===== src/rtl/dq_mul_pkg.sv =====
package dq_mul_pkg;

  localparam int MAX_COLS = 128;
  localparam int MAX_STG  = 64;

  // bits left in one column after one reduction stage, given its height and the height of the column below
  function automatic int next_height(int hc, int hl);
    int n4, r, n4l, rl;
    n4  = hc / 4;
    r   = hc % 4;
    n4l = hl / 4;
    rl  = hl % 4;
    return n4 + n4l + ((n4l > n4) ? (n4l - n4) : 0) + ((r == 3) ? 1 : r) + ((rl == 3) ? 1 : 0);
  endfunction

  function automatic int init_height(int n, int c);
    if (c >= 2 * n - 1) return 0;
    return (c < n) ? c + 1 : 2 * n - 1 - c;
  endfunction

  function automatic int col_height(int n, int s, int c);
    int h  [MAX_COLS];
    int hn [MAX_COLS];
    for (int i = 0; i < MAX_COLS; i++) begin
      h[i]  = init_height(n, i);
      hn[i] = 0;
    end
    for (int st = 0; st < s; st++) begin
      for (int i = 0; i < 2 * n; i++) hn[i] = next_height(h[i], (i > 0) ? h[i-1] : 0);
      for (int i = 0; i < 2 * n; i++) h[i] = hn[i];
    end
    return h[c];
  endfunction

  function automatic int stage_count(int n);
    int mx;
    for (int st = 0; st < MAX_STG; st++) begin
      mx = 0;
      for (int i = 0; i < 2 * n; i++)
        if (col_height(n, st, i) > mx) mx = col_height(n, st, i);
      if (mx <= 2) return st;
    end
    return MAX_STG;
  endfunction

endpackage


===== src/rtl/dq_compressor.sv =====
module dq_compressor #(
  parameter int VARIANT = 1  // 0: wire-through, 1: pair OR/AND
) (
  input  logic       approx_i,
  input  logic [3:0] x_i,
  input  logic       cin_i,
  output logic       sum_o,
  output logic       carry_o,
  output logic       cout_o
);

  logic s1, t2;
  logic ex_sum, ex_carry, ex_cout;
  logic ap_sum, ap_carry, ap_cout;

  // exact: two chained full adders
  assign s1       = x_i[0] ^ x_i[1] ^ x_i[2];
  assign ex_cout  = (x_i[0] ^ x_i[1]) ? x_i[2] : x_i[0];
  assign t2       = s1 ^ x_i[3];
  assign ex_sum   = t2 ^ cin_i;
  assign ex_carry = t2 ? cin_i : x_i[3];

  if (VARIANT == 0) begin : g_wire
    assign ap_sum   = x_i[0];
    assign ap_carry = x_i[3];
    assign ap_cout  = x_i[2];
  end else begin : g_pair
    assign ap_sum   = (x_i[0] ^ x_i[1]) | (x_i[2] ^ x_i[3]);
    assign ap_carry = (x_i[0] & x_i[1]) | (x_i[2] & x_i[3]);
    assign ap_cout  = 1'b0;
  end

  assign sum_o   = approx_i ? ap_sum   : ex_sum;
  assign carry_o = approx_i ? ap_carry : ex_carry;
  assign cout_o  = approx_i ? ap_cout  : ex_cout;

endmodule


===== src/rtl/dq_pp_gen.sv =====
module dq_pp_gen #(
  parameter int N    = 8,
  parameter int MAXH = N + 4,
  parameter int W    = 2 * N
) (
  input  logic [N-1:0]    a_i,
  input  logic [N-1:0]    b_i,
  output logic [MAXH-1:0] col_o [W]
);

  for (genvar c = 0; c < W; c++) begin : g_col
    localparam int LO = (c - N + 1 > 0) ? c - N + 1 : 0;
    always_comb begin
      col_o[c] = '0;
      for (int i = 0; i < N; i++) begin
        if (c - i >= 0 && c - i < N) col_o[c][i - LO] = a_i[i] & b_i[c - i];
      end
    end
  end

endmodule


===== src/rtl/dq_reduce_stage.sv =====
module dq_reduce_stage
  import dq_mul_pkg::*;
#(
  parameter int N       = 8,
  parameter int S       = 0,
  parameter int MAXH    = N + 4,
  parameter int W       = 2 * N,
  parameter int VARIANT = 1
) (
  input  logic            approx_i,
  input  logic [MAXH-1:0] col_i [W],
  output logic [MAXH-1:0] col_o [W]
);

  logic [MAXH-1:0] cry_w  [W];
  logic [MAXH-1:0] cout_w [W];
  logic            fa_c   [W];

  for (genvar c = 0; c < W; c++) begin : g_col
    localparam int H    = col_height(N, S, c);
    localparam int HL   = (c > 0) ? col_height(N, S, c - 1) : 0;
    localparam int N4   = H / 4;
    localparam int R    = H % 4;
    localparam int N4L  = HL / 4;
    localparam int RL   = HL % 4;
    localparam int CL   = (c > 0) ? c - 1 : 0;
    localparam int XTRA = (N4L > N4) ? N4L - N4 : 0;
    localparam int BASE = N4 + N4L + XTRA;

    logic [MAXH-1:0] sum_w;
    logic            fa_s;

    for (genvar k = 0; k < MAXH; k++) begin : g_cmp
      if (k < N4) begin : g_on
        logic cin;
        if (k < N4L) begin : g_cin
          assign cin = cout_w[CL][k];
        end else begin : g_nocin
          assign cin = 1'b0;
        end
        dq_compressor #(.VARIANT(VARIANT)) u_cmp (
          .approx_i (approx_i),
          .x_i      (col_i[c][4*k +: 4]),
          .cin_i    (cin),
          .sum_o    (sum_w[k]),
          .carry_o  (cry_w[c][k]),
          .cout_o   (cout_w[c][k])
        );
      end else begin : g_off
        assign sum_w[k]     = 1'b0;
        assign cry_w[c][k]  = 1'b0;
        assign cout_w[c][k] = 1'b0;
      end
    end

    if (R == 3) begin : g_fa
      assign {fa_c[c], fa_s} = 2'(col_i[c][4*N4]) + 2'(col_i[c][4*N4+1]) + 2'(col_i[c][4*N4+2]);
    end else begin : g_nofa
      assign fa_c[c] = 1'b0;
      assign fa_s    = 1'b0;
    end

    always_comb begin
      col_o[c] = '0;
      for (int k = 0; k < N4; k++)  col_o[c][k] = sum_w[k];
      for (int k = 0; k < N4L; k++) col_o[c][N4 + k] = cry_w[CL][k];
      // orphan carry-outs from below become plain bits here
      for (int k = 0; k < XTRA; k++) col_o[c][N4 + N4L + k] = cout_w[CL][N4 + k];
      if (R == 3) col_o[c][BASE] = fa_s;
      else for (int k = 0; k < R; k++) col_o[c][BASE + k] = col_i[c][4*N4 + k];
      if (RL == 3) col_o[c][BASE + ((R == 3) ? 1 : R)] = fa_c[CL];
    end
  end

endmodule


===== src/rtl/dq_dadda_mul.sv =====
module dq_dadda_mul
  import dq_mul_pkg::*;
#(
  parameter int N           = 8,
  parameter bit REG_OUT     = 1'b1,
  parameter int APX_VARIANT = 1
) (
  input  logic           clk_i,
  input  logic           rst_ni,
  input  logic           approx_i,
  input  logic [N-1:0]   a_i,
  input  logic [N-1:0]   b_i,
  output logic [2*N-1:0] product_o
);

  localparam int W    = 2 * N;
  localparam int MAXH = N + 4;
  localparam int NST  = stage_count(N);

  logic [MAXH-1:0] lvl [NST+1][W];
  logic [W-1:0]    row0, row1, sum_full;

  dq_pp_gen #(.N(N), .MAXH(MAXH), .W(W)) u_pp (
    .a_i   (a_i),
    .b_i   (b_i),
    .col_o (lvl[0])
  );

  for (genvar s = 0; s < NST; s++) begin : g_stg
    dq_reduce_stage #(.N(N), .S(s), .MAXH(MAXH), .W(W), .VARIANT(APX_VARIANT)) u_stg (
      .approx_i (approx_i),
      .col_i    (lvl[s]),
      .col_o    (lvl[s+1])
    );
  end

  always_comb begin
    for (int c = 0; c < W; c++) begin
      row0[c] = lvl[NST][c][0];
      row1[c] = lvl[NST][c][1];
    end
  end

  // final carry-propagate adder; architecture left to synthesis
  assign sum_full = row0 + row1;

  if (REG_OUT) begin : g_reg
    logic [W-1:0] prod_q;
    logic         seen_q;

    always_ff @(posedge clk_i or negedge rst_ni) begin
      if (!rst_ni) begin
        prod_q <= '0;
        seen_q <= 1'b0;
      end else begin
        prod_q <= sum_full;
        seen_q <= 1'b1;
      end
    end
    assign product_o = prod_q;


    exact_prod_chk: assert property (@(posedge clk_i) disable iff (!rst_ni)
      (seen_q && !$past(approx_i)) |-> (product_o == W'(W'($past(a_i)) * W'($past(b_i)))));


    rst_zero_chk: assert property (@(posedge clk_i) !rst_ni |-> (product_o == '0));

    if (APX_VARIANT == 1) begin : g_apx_chk

      apx_zero_chk: assert property (@(posedge clk_i) disable iff (!rst_ni)
        (seen_q && $past(approx_i) && ($past(a_i) == '0 || $past(b_i) == '0)) |-> (product_o == '0));


      apx_pow2_chk: assert property (@(posedge clk_i) disable iff (!rst_ni)
        (seen_q && $past(approx_i) && ($countones($past(a_i)) == 1 || $countones($past(b_i)) == 1))
        |-> (product_o == W'(W'($past(a_i)) * W'($past(b_i)))));


      apx_bound_chk: assert property (@(posedge clk_i) disable iff (!rst_ni)
        (seen_q && $past(approx_i)) |-> (product_o <= W'(W'($past(a_i)) * W'($past(b_i)))));
    end
  end else begin : g_comb
    assign product_o = sum_full;
  end

endmodule


===== config.mk =====
export PLATFORM = sky130hd
export DESIGN_NAME = dq_dadda_mul
export DESIGN_NICKNAME = d
export VERILOG_FILES = /design/src/rtl/dq_mul_pkg.sv /design/src/rtl/dq_compressor.sv /design/src/rtl/dq_pp_gen.sv /design/src/rtl/dq_reduce_stage.sv /design/src/rtl/dq_dadda_mul.sv
export SDC_FILE = /design/constraint.sdc
export NUM_CORES = 1
export LEC_CHECK = 0
export BUFFER_PORTS_ARGS = -buffer_cell sky130_fd_sc_hd__buf_2
export CAP_MARGIN = 20
export CORE_MARGIN = 10
export CORE_UTILIZATION = 61
export CTS_CLUSTER_SIZE = 10
export DETAILED_ROUTE_END_ITERATION = 6
export PLACE_DENSITY_LB_ADDON = 0.1
export SLEW_MARGIN = 15
export SYNTH_ARGS = -nofsm -noshare
export SYNTH_HDL_FRONTEND = slang
export SYNTH_SLANG_ARGS = --single-unit

===== constraint.sdc =====
create_clock -name clk_i -period 0.8 [get_ports clk_i]
set_clock_uncertainty 0.15 [all_clocks]
set_input_delay 0.16 -clock clk_i [delete_from_list [all_inputs] [get_ports clk_i]]
set_output_delay 0.16 -clock clk_i [all_outputs]
set_load 0.1 [all_outputs]

==> flow_metrics.env, run 1 <==
export IMPL_clock_sinks=16
export IMPL_syn_nets=469
export IMPL_synthFlopType="dfrtp_1"
export IMPL_clock_path_buffers=2
export IMPL_clockRootBuffer="clkbuf_8"
export IMPL_ys_warnings_count=0
export IMPL_tool_error="[ERROR DPL-0038] Utilization greater than 100%, impossible to legalize"
export IMPL_place_gp_congestion=0.899
export IMPL_ys_types=39
export IMPL_post_cts_buffers=16
export IMPL_netlist_instances=393
export IMPL_stop_stage="4_1_cts"
export IMPL_numCtsBuffers=3
export IMPL_preCtsSetupSlack_ns=-4.18
export IMPL_syn_area_sq_um=3090
export IMPL_start_util_pct=64.1
export IMPL_hpwl_um=8610
export IMPL_std_cell_rows=25
export IMPL_place_port_buffers=34
export IMPL_ys_ff_latch=16
export IMPL_ioPinCount=35
export IMPL_dieWidth_um=91.1
export IMPL_die_h_um=91.1
export IMPL_ys_seq_area_share_pct=13.0
export IMPL_h_tree_depth=1
export IMPL_status="aborted with a tool error"
export IMPL_async_reset_ff_share_pct=100
export IMPL_cts_resized=67
export IMPL_synth_edf_count=0
export IMPL_synth_area_per_cell_sq_um=7.85
[synthesized netlist by cell type (all sizes together) (2+ instances only)]
master | count | area [sq um]
inv | 29 | 109
a21oi | 30 | 154
xor2 | 9 | 78.8
dfrtp | 16 | 400
a31oi | 2 | 12.5
and2 | 51 | 319
clkbuf | 7 | 26.3
mux2i | 4 | 52.6
a21o | 2 | 15.0
o21bai | 2 | 15.0
maj3 | 2 | 20.0
xnor3 | 2 | 45.0
o21ai | 27 | 135
nor2 | 40 | 150
nand2b | 6 | 37.5
nor3 | 3 | 15.0
o21a | 4 | 30.0
a31o | 2 | 17.5
fa | 15 | 300
nand3b | 4 | 30.0
xnor2 | 30 | 263
nand3 | 5 | 25.0
nand2 | 40 | 150
o31ai | 5 | 37.5
ha | 42 | 526
buf | 5 | 23.8
[metrics by stage]
| step | util (%) | area (sq um) | instances | TNS (ns) |
|---|---|---|---|---|
| 3_5_place_dp | 92.4 | 4450 | 578 | -46.03 |
| 3_3_place_gp | 92.4 | 4450 | 578 | -43.76 |
| 2_1_floorplan | - | 3320 | 393 | -39.89 |
[cell families after synthesis]
group / share of synthesized area, %
AND/OR/NAND/NOR: 24.4
multiplexers: 1.70
flip-flops: 13.0
adder cells (fa/ha/maj): 27.4
buffers and inverters: 5.15
XOR/XNOR: 13.3
AO/OA/AOI/OAI: 15.1
==> inputs of run 2 (changes only) <==
CORE_UTILIZATION = 40   (was 61)
CTS_CLUSTER_SIZE = unset   (was 10)
PLACE_DENSITY_LB_ADDON = 0.15   (was 0.1)
==> flow_metrics.env, run 2 <==
export IMPL_place_port_buffers=34
export IMPL_async_reset_ff_share_pct=100
export IMPL_antenna_found_initial=0
export IMPL_drt_iter0_drc=133
export IMPL_tritoncts="built"
export IMPL_start_kind="input port"
export IMPL_tightest_slew_ns=0.322
export IMPL_placed_cells=619
export IMPL_ir_drop_uv=1200
export IMPL_drv_cap=0
export IMPL_grt_overflow_total=0
export IMPL_power_total_mw=13.1
export IMPL_relSlewSlack_pct=78.4
export IMPL_regArea_sq_um=457
export IMPL_routed_via_density=4.96
export IMPL_die_h_um=108
export IMPL_yosysTopAreaCell="ha_1"
export IMPL_reg_top3="product_o (16)"
export IMPL_largest_reg_flops=16
export IMPL_via_count=3181
export IMPL_drt_first_pass_iters=4
export IMPL_setup_slack_ns=-3.63
export IMPL_dieArea_sq_um=11600
export IMPL_hp_class="input port to flip-flop"
export IMPL_end_kind="flip-flop"
export IMPL_h_tree_depth=1
export IMPL_synth_edf_count=0
export IMPL_final_max_slew_violation_count=0
export IMPL_path_max_fanout=4
export IMPL_fin_nets=619
export IMPL_synth_area_per_cell_sq_um=7.85
export IMPL_worstPathArrival_ns=4.45
export IMPL_top_register="product_o"
export IMPL_syn_nets=469
export IMPL_grt_pass1_wl_um=14400
export IMPL_clockRootBuffer="clkbuf_8"
export IMPL_ioPinCount=35
export IMPL_critical_path_class="input port to flip-flop"
export IMPL_synthFlopType="dfrtp_1"
export IMPL_ys_seq_area_share_pct=13.0
export IMPL_drive_gt1_share_pct=45.4
export IMPL_preCtsSetupSlack_ns=-4.10
export IMPL_p_per_area_nw_per_um2=2550
export IMPL_hpwl_um=6910
export IMPL_synth_most_common_cell="and2_1"
export IMPL_synth_top_area_share_pct=17.0
export IMPL_core_area_sq_um=7370
export IMPL_clock_path_buffers=2
export IMPL_fin_crit_ns=4.43
export IMPL_final_common_cell="buf_4"
export IMPL_hold_viol=0
export IMPL_dieWidth_um=108
export IMPL_drt_total_wl_um=8680
export IMPL_syn2layout_area_growth_pct=66.2
export IMPL_max_clock_freq_ghz=0.226
export IMPL_postPlaceCellArea_sq_um=4560
export IMPL_rsz0062_at_grt="true"
export IMPL_nFillCells=593
export IMPL_ys_types=39
export IMPL_setup_viol=31
export IMPL_setup_tns_ns=-43.62
export IMPL_syn_area_sq_um=3090
export IMPL_grt_pass1_vias=3286
export IMPL_clock_sinks=16
export IMPL_startpoint="b_i[7]"
export IMPL_cp_required_ns=0.81
export IMPL_fin_crit_sh_pct=554
export IMPL_mostFrequentLayoutCells="buf_4, nand2_1, and2_1, nor2_1, ha_1"
export IMPL_ys_ff_latch=16
export IMPL_clk_pin_slew_worst_paths_ns=0.06
export IMPL_antenna_cells=0
export IMPL_ys_warnings_count=0
export IMPL_netlist_instances=393
export IMPL_fin_area_sq_um=5130
export IMPL_yosys_top_cells_area="ha_1, dfrtp_1, and2_1, fa_1, xnor2_1"
export IMPL_start_util_pct=41.9
export IMPL_crit_end="product_o[14]"
export IMPL_drtAntennaViolNets=0
export IMPL_std_cell_rows=31
export IMPL_drc_errors=0
export IMPL_status="finished with violations"
export IMPL_numCtsBuffers=3
export IMPL_instances_no_fill=641
export IMPL_grt_usage_pct=14.5
export IMPL_synth_top_cells_by_count="and2_1, ha_1, nand2_1, nor2_1, xnor2_1"
export IMPL_violations="negative setup slack"
export IMPL_grt_max_degree=22
export IMPL_fin_hold_ws_ns=0.0890
export IMPL_multi_input_area_sq_um=2970
export IMPL_final_core_util_pct=69.6
export IMPL_power_leakage_nw=2.46
export IMPL_routedWlPerCell_um=13.5
export IMPL_place_gp_congestion=0.865
[run 2: area by class of cell]
cell class              count  area share [%]
inverters                  29            2.12
repair buffers            157            27.8
well taps                  99            2.41
multi-input cells         336            57.9
clock buffers               4           0.878
flip-flops and latches     16            8.90
[run 2: routing by layer]
| metal | GRT usage [%] | vias up | part of all wire [%] |
|---|---|---|---|
| li1 | - | 1605 | - |
| met1 | 17.9 | 1498 | 44 |
| met2 | 25.8 | 63 | 51 |
| met3 | 1.38 | 15 | 2.9 |
| met4 | 4.77 | 0 | 2.4 |
| met5 | 0 | - | 0 |
[run 2: kinds of logic (layout without fill, tap and decap cells)]
| family | Yosys count | after routing | synth area share, % |
|---|---|---|---|
| muxes | 4 | 4 | 1.70 |
| AOI/OAI and AO/OA | 79 | 79 | 15.1 |
| DFF | 16 | 16 | 13.0 |
| xor gates and xnor gates | 42 | 42 | 13.3 |
| and+or+nand+nor | 152 | 152 | 24.4 |
| adders and majority gates | 59 | 59 | 27.4 |
| buffers and inverters | 41 | 190 | 5.15 |
[run 2: critical path, stage by stage]
cell and delay, ns:
buf_8 0.10, and2_4 0.16, ha_4 0.27, xor2_2 0.17, xor3_1 0.46, nor2_2 0.14
a21oi_2 0.05, ha_4 0.35, buf_6 0.12, xnor2_2 0.11, a21oi_2 0.07, xnor2_1 0.18
xnor2_1 0.08, o21a_1 0.20, fa_1 0.52, inv_2 0.05, ha_4 0.21, and3_4 0.15
a2111o_1 0.39, a31o_2 0.26, a21oi_2 0.12, xnor2_1 0.13
[run 2: timing repair]
action                     CTS  global route
setup buffers               13             5
resized for setup           47            31
setup endpoints to repair   31            47
hold buffers                 1             0
pin swaps                   22            23
hold endpoints to repair    16             0
[run 2: where the power goes]
part / total, mW / switching, mW / internal [mW]
Sequential: 1.60 / 0.253 / 1.35
Combinational: 10.9 / 5.68 / 5.24
Clock: 0.593 / 0.240 / 0.352
Total: 13.1 / 6.17 / 6.93
[run 2: worst min path at each step]
stage	cells past startpoint	slack [ns]	to	start
floorplan	0	-0.29	product_o[14]	rst_ni
global placement	1	-0.08	product_o[3]	rst_ni
detailed placement	1	-0.07	product_o[4]	rst_ni
CTS	2	0.08	product_o[0]	b_i[0]
global route	2	0.1	product_o[0]	b_i[0]
finish	2	0.09	product_o[0]	b_i[0]
(Power assumes the default switching activity.)
==> inputs of run 3 (changes only) <==
CAP_MARGIN = unset   (was 20)
RECOVER_POWER = 25   (was unset)
==> flow_metrics.env, run 3 (synthesized netlist as in run 2, its figures left out) <==
export IMPL_fin_nets=619
export IMPL_via_count=3181
export IMPL_fin_area_sq_um=5130
export IMPL_mostFrequentLayoutCells="buf_4, nand2_1, and2_1, nor2_1, ha_1"
export IMPL_power_leakage_nw=2.46
export IMPL_final_max_slew_violation_count=0
export IMPL_clock_sinks=16
export IMPL_path_buf_inv=3
export IMPL_dieWidth_um=108
export IMPL_rsz0062_at_grt="true"
export IMPL_power_total_mw=13.1
export IMPL_nFillCells=594
export IMPL_ioPinCount=35
export IMPL_startpoint="b_i[7]"
export IMPL_die_h_um=108
export IMPL_grt_overflow_total=0
export IMPL_final_core_util_pct=69.6
export IMPL_setup_slack_ns=-3.63
export IMPL_regArea_sq_um=457
export IMPL_drc_errors=0
export IMPL_status="finished with violations"
export IMPL_start_kind="input port"
export IMPL_crit_family="adder cells"
export IMPL_relSlewSlack_pct=78.4
export IMPL_tightest_slew_ns=0.322
export IMPL_drt_iter0_drc=133
export IMPL_fin_hold_ws_ns=0.0890
export IMPL_core_area_sq_um=7370
export IMPL_final_common_cell="buf_4"
export IMPL_crit_cells=22
export IMPL_syn2layout_area_growth_pct=66.2
export IMPL_drt_first_pass_iters=4
export IMPL_grt_pass1_wl_um=14400
export IMPL_largest_reg_flops=16
export IMPL_antenna_found_initial=0
export IMPL_placed_cells=619
export IMPL_fin_crit_ns=4.43
export IMPL_place_port_buffers=34
export IMPL_path_cells="buf_8 -> and2_4 -> ha_4 -> xor2_2 -> xor3_1 -> nor2_2 -> a21oi_2 -> ha_4 -> buf_6 -> xnor2_2 -> a21oi_2 -> xnor2_1 -> xnor2_1 -> o21a_1 -> fa_1 -> inv_2 -> ha_4 -> and3_4 -> a2111o_1 -> a31o_2 -> a21oi_2 -> xnor2_1"
export IMPL_p_per_area_nw_per_um2=2560
export IMPL_end_kind="flip-flop"
export IMPL_dieArea_sq_um=11600
export IMPL_drtAntennaViolNets=0
export IMPL_hp_class="input port to flip-flop"
export IMPL_hp_start="b_i[0]"
export IMPL_numCtsBuffers=3
export IMPL_drv_cap=0
export IMPL_crit_end="product_o[14]"
export IMPL_drive_gt1_share_pct=45.4
export IMPL_path_max_fanout=4
export IMPL_setup_viol=31
export IMPL_cp_required_ns=0.81
export IMPL_place_gp_congestion=0.865
export IMPL_critPathSlowestCell="fa_1"
export IMPL_antenna_cells=0
export IMPL_cpPeakStageDelay_ns=0.52
export IMPL_h_tree_depth=1
export IMPL_grt_pass1_vias=3286
export IMPL_fin_crit_sh_pct=554
export IMPL_start_util_pct=41.9
export IMPL_hold_viol=0
export IMPL_instances_no_fill=641
export IMPL_drt_total_wl_um=8680
export IMPL_clockRootBuffer="clkbuf_8"
export IMPL_ir_drop_uv=1200
export IMPL_reg_top3="product_o (16)"
export IMPL_hpwl_um=6910
export IMPL_tritoncts="built"
export IMPL_std_cell_rows=31
export IMPL_clk_pin_slew_worst_paths_ns=0.06
export IMPL_max_clock_freq_ghz=0.226
export IMPL_worstPathArrival_ns=4.45
export IMPL_multi_input_area_sq_um=2970
export IMPL_routedWlPerCell_um=13.5
export IMPL_routed_via_density=4.96
export IMPL_grt_usage_pct=14.5
export IMPL_postPlaceCellArea_sq_um=4560
export IMPL_grt_max_degree=22
export IMPL_top_register="product_o"
export IMPL_critical_path_class="input port to flip-flop"
export IMPL_violations="negative setup slack"
export IMPL_clock_path_buffers=2
run 3: changes by cell type in the layout (fill, tap and decap cells not counted):
| cell | previous run | this run |
|---|---|---|
| buf_2 | 12 | 13 |
| clkbuf_4 | 1 | 0 |
run 3: timing repair:
item | 4_1_cts | 5_1_grt
pin swaps | 22 | 23
setup endpoints to repair | 31 | 47
hold buffers | 1 | 0
gates resized for setup | 47 | 31
endpoints found under the hold margin | 16 | 0
setup buffers | 13 | 5
run 3: worst min path at each step:
stage                          endpoint  slack, ns  depth (start not counted)
final                      product_o[0]       0.09                          2
after detailed placement   product_o[4]      -0.07                          1
after CTS                  product_o[0]       0.08                          2
after floorplan           product_o[14]      -0.29                          0
after global routing       product_o[0]        0.1                          2
after global placement     product_o[3]      -0.08                          1
run 3: per-stage QoR:
step | worst slack [ns] | setup TNS, ns
floorplan | -3.91 | -39.89
global placement | -4.00 | -43.94
detailed placement | -4.10 | -45.03
CTS | -3.70 | -44.08
global route | -3.82 | -46.30
finish | -3.63 | -43.62
run 3: final cells by class:
type,count,share of cell area [%]
timing repair buffer,157,27.8
multi-input combinational,336,57.9
clock buffer,4,0.878
tap,99,2.42
inverter,29,2.12
sequential,16,8.90
run 3: power by group:
part,leakage [nW],internal [mW],total (mW),switching (mW)
Combinational,2.26,5.23,10.9,5.68
Sequential,0.175,1.35,1.60,0.253
Clock,0.0228,0.352,0.593,0.240
run 3: layer usage:
metal,wire length (um),vias to the layer above,GRT usage (%)
met1,3780,1498,17.9
met2,4440,63,25.8
li1,-,1605,-
met4,211,0,4.77
met3,252,15,1.38
met5,0,-,0
==> inputs of run 4 (changes only) <==
CTS_BUF_LIST = sky130_fd_sc_hd__clkbuf_2 sky130_fd_sc_hd__clkbuf_4 sky130_fd_sc_hd__clkbuf_8   (was unset)
==> flow_metrics.env, run 4 (synthesized netlist as in run 2, its figures left out) <==
export IMPL_status="finished with violations"
export IMPL_violations="negative hold slack, negative setup slack"
export IMPL_worstPathArrival_ns=4.45
export IMPL_relSlewSlack_pct=49.2
export IMPL_place_port_buffers=34
export IMPL_reg_top3="product_o (16)"
export IMPL_p_per_area_nw_per_um2=2570
export IMPL_numCtsBuffers=3
export IMPL_critPathSlowestCell="fa_1"
export IMPL_clk_pin_slew_worst_paths_ns=0.06
export IMPL_drtAntennaViolNets=0
export IMPL_syn2layout_area_growth_pct=65.9
export IMPL_path_cells="buf_8 -> and2_4 -> ha_4 -> xor2_2 -> xor3_1 -> nor2_2 -> a21oi_2 -> ha_4 -> buf_6 -> xnor2_2 -> a21oi_2 -> xnor2_1 -> xnor2_1 -> o21a_1 -> fa_1 -> inv_2 -> ha_4 -> and3_4 -> a2111o_1 -> a31o_2 -> a21oi_2 -> xnor2_1"
export IMPL_clockRootBuffer="clkbuf_8"
export IMPL_hold_viol=16
export IMPL_via_count=3176
export IMPL_setup_viol=31
export IMPL_top_register="product_o"
export IMPL_dieWidth_um=108
export IMPL_std_cell_rows=31
export IMPL_fin_nets=618
export IMPL_cp_required_ns=0.81
export IMPL_p_switching_mw=6.18
export IMPL_place_gp_congestion=0.865
export IMPL_hp_class="input port to async pin"
export IMPL_power_leakage_nw=2.45
export IMPL_end_kind="flip-flop"
export IMPL_h_tree_depth=1
export IMPL_grt_pass1_wl_um=14300
export IMPL_start_util_pct=41.9
export IMPL_hpwl_um=6910
export IMPL_antenna_cells=0
export IMPL_p_comb_share_pct=83.1
export IMPL_routedWlPerCell_um=13.5
export IMPL_core_area_sq_um=7370
export IMPL_drv_cap=0
export IMPL_power_total_mw=13.1
export IMPL_setup_slack_ns=-3.63
export IMPL_routed_via_density=4.96
export IMPL_critical_path_class="input port to flip-flop"
export IMPL_fin_hold_ws_ns=-0.189
export IMPL_max_clock_freq_ghz=0.225
export IMPL_final_max_slew_violation_count=0
export IMPL_intPower_mw=6.96
export IMPL_largest_reg_flops=16
export IMPL_p_sw_share_pct=47.0
export IMPL_start_kind="input port"
export IMPL_drt_first_pass_iters=4
export IMPL_tritoncts="built"
export IMPL_grt_overflow_total=0
export IMPL_die_h_um=108
export IMPL_grt_pass1_vias=3271
export IMPL_clock_path_buffers=2
export IMPL_grt_max_degree=22
export IMPL_setup_tns_ns=-43.61
export IMPL_cpPeakStageDelay_ns=0.52
export IMPL_pwr_share_clk_pct=4.7
export IMPL_clock_sinks=16
export IMPL_drt_iter0_drc=145
export IMPL_antenna_found_initial=0
export IMPL_pwr_share_seq_pct=12.2
export IMPL_drc_errors=0
export IMPL_tightest_slew_ns=0.761
export IMPL_final_common_cell="buf_4"
export IMPL_rsz0062_at_grt="true"
export IMPL_grt_usage_pct=14.4
export IMPL_drive_gt1_share_pct=45.5
export IMPL_path_max_fanout=4
export IMPL_drt_total_wl_um=8660
export IMPL_ioPinCount=35
export IMPL_mostFrequentLayoutCells="buf_4, nand2_1, and2_1, nor2_1, ha_1"
export IMPL_ir_drop_uv=1210
export IMPL_fin_crit_ns=4.43
export IMPL_fin_crit_sh_pct=554
export IMPL_dieArea_sq_um=11600
==> run 4: timing repair <==
action / in CTS / in global routing
resized for setup: 47 / 30
hold endpoints to repair: 16 / 16
endpoints found under the setup margin: 31 / 31
cloned: 0 / 0
buffers inserted: 13 / 5
pin swaps: 22 / 22
==> run 4: routing by layer <==
metal  global-route usage [%]  part of all wire, %
met1                     17.8                   44
met2                     25.8                   51
met3                     1.38                  2.8
met4                     4.20                  2.2
met5                        0                    0
==> run 4: power groups by stage <==
stage / sequential [mW] / clock, mW / combinational [mW]
detailed placement: 1.62 / 0 / 9.33
global placement: 1.61 / 0 / 9.14
CTS: 1.61 / 0.642 / 9.97
floorplan: 3.80 / 0 / 3.58
finish: 1.60 / 0.622 / 10.9
global route: 1.65 / 0.670 / 11.7
==> run 4: layout make-up <==
type	count	area, sq um
clock buffer	4	48.8
multi-input combinational	336	2970
fill	591	2250
timing repair buffer	156	1410
sequential	16	457
inverter	29	109
tap	99	124
==> run 4: per-stage QoR <==
| step | cell area, sq um | cells | setup slack, ns | util (%) |
|---|---|---|---|---|
| 5_1_grt | 5120 | 640 | -3.82 | 69.5 |
| 2_1_floorplan | 3320 | 393 | -3.91 | - |
| 6_report | 5120 | 640 | -3.63 | 69.5 |
| 4_1_cts | 4910 | 636 | -3.71 | 66.6 |
| 3_5_place_dp | 4560 | 619 | -4.10 | 61.9 |
| 3_3_place_gp | 4560 | 619 | -4.00 | 61.9 |
==> run 4: final timing paths <==
| path | depth (start not counted) | endpoint | startpoint |
|---|---|---|---|
| min in group clk_i | 2 | product_o[0] | b_i[0] |
| setup / recovery | 22 | product_o[14] | b_i[7] |
| hold / removal | 1 | product_o[4] | rst_ni |
| max in group asynchronous | 1 | product_o[13] | rst_ni |
==> run 4: worst max-delay path: cells and delay by family <==
family,cells,cell delay [ns]
compound gates,6,1.09
fa+ha+maj,4,1.34
xor+xnor,6,1.13
simple gates,3,0.45
buf+inv,3,0.27
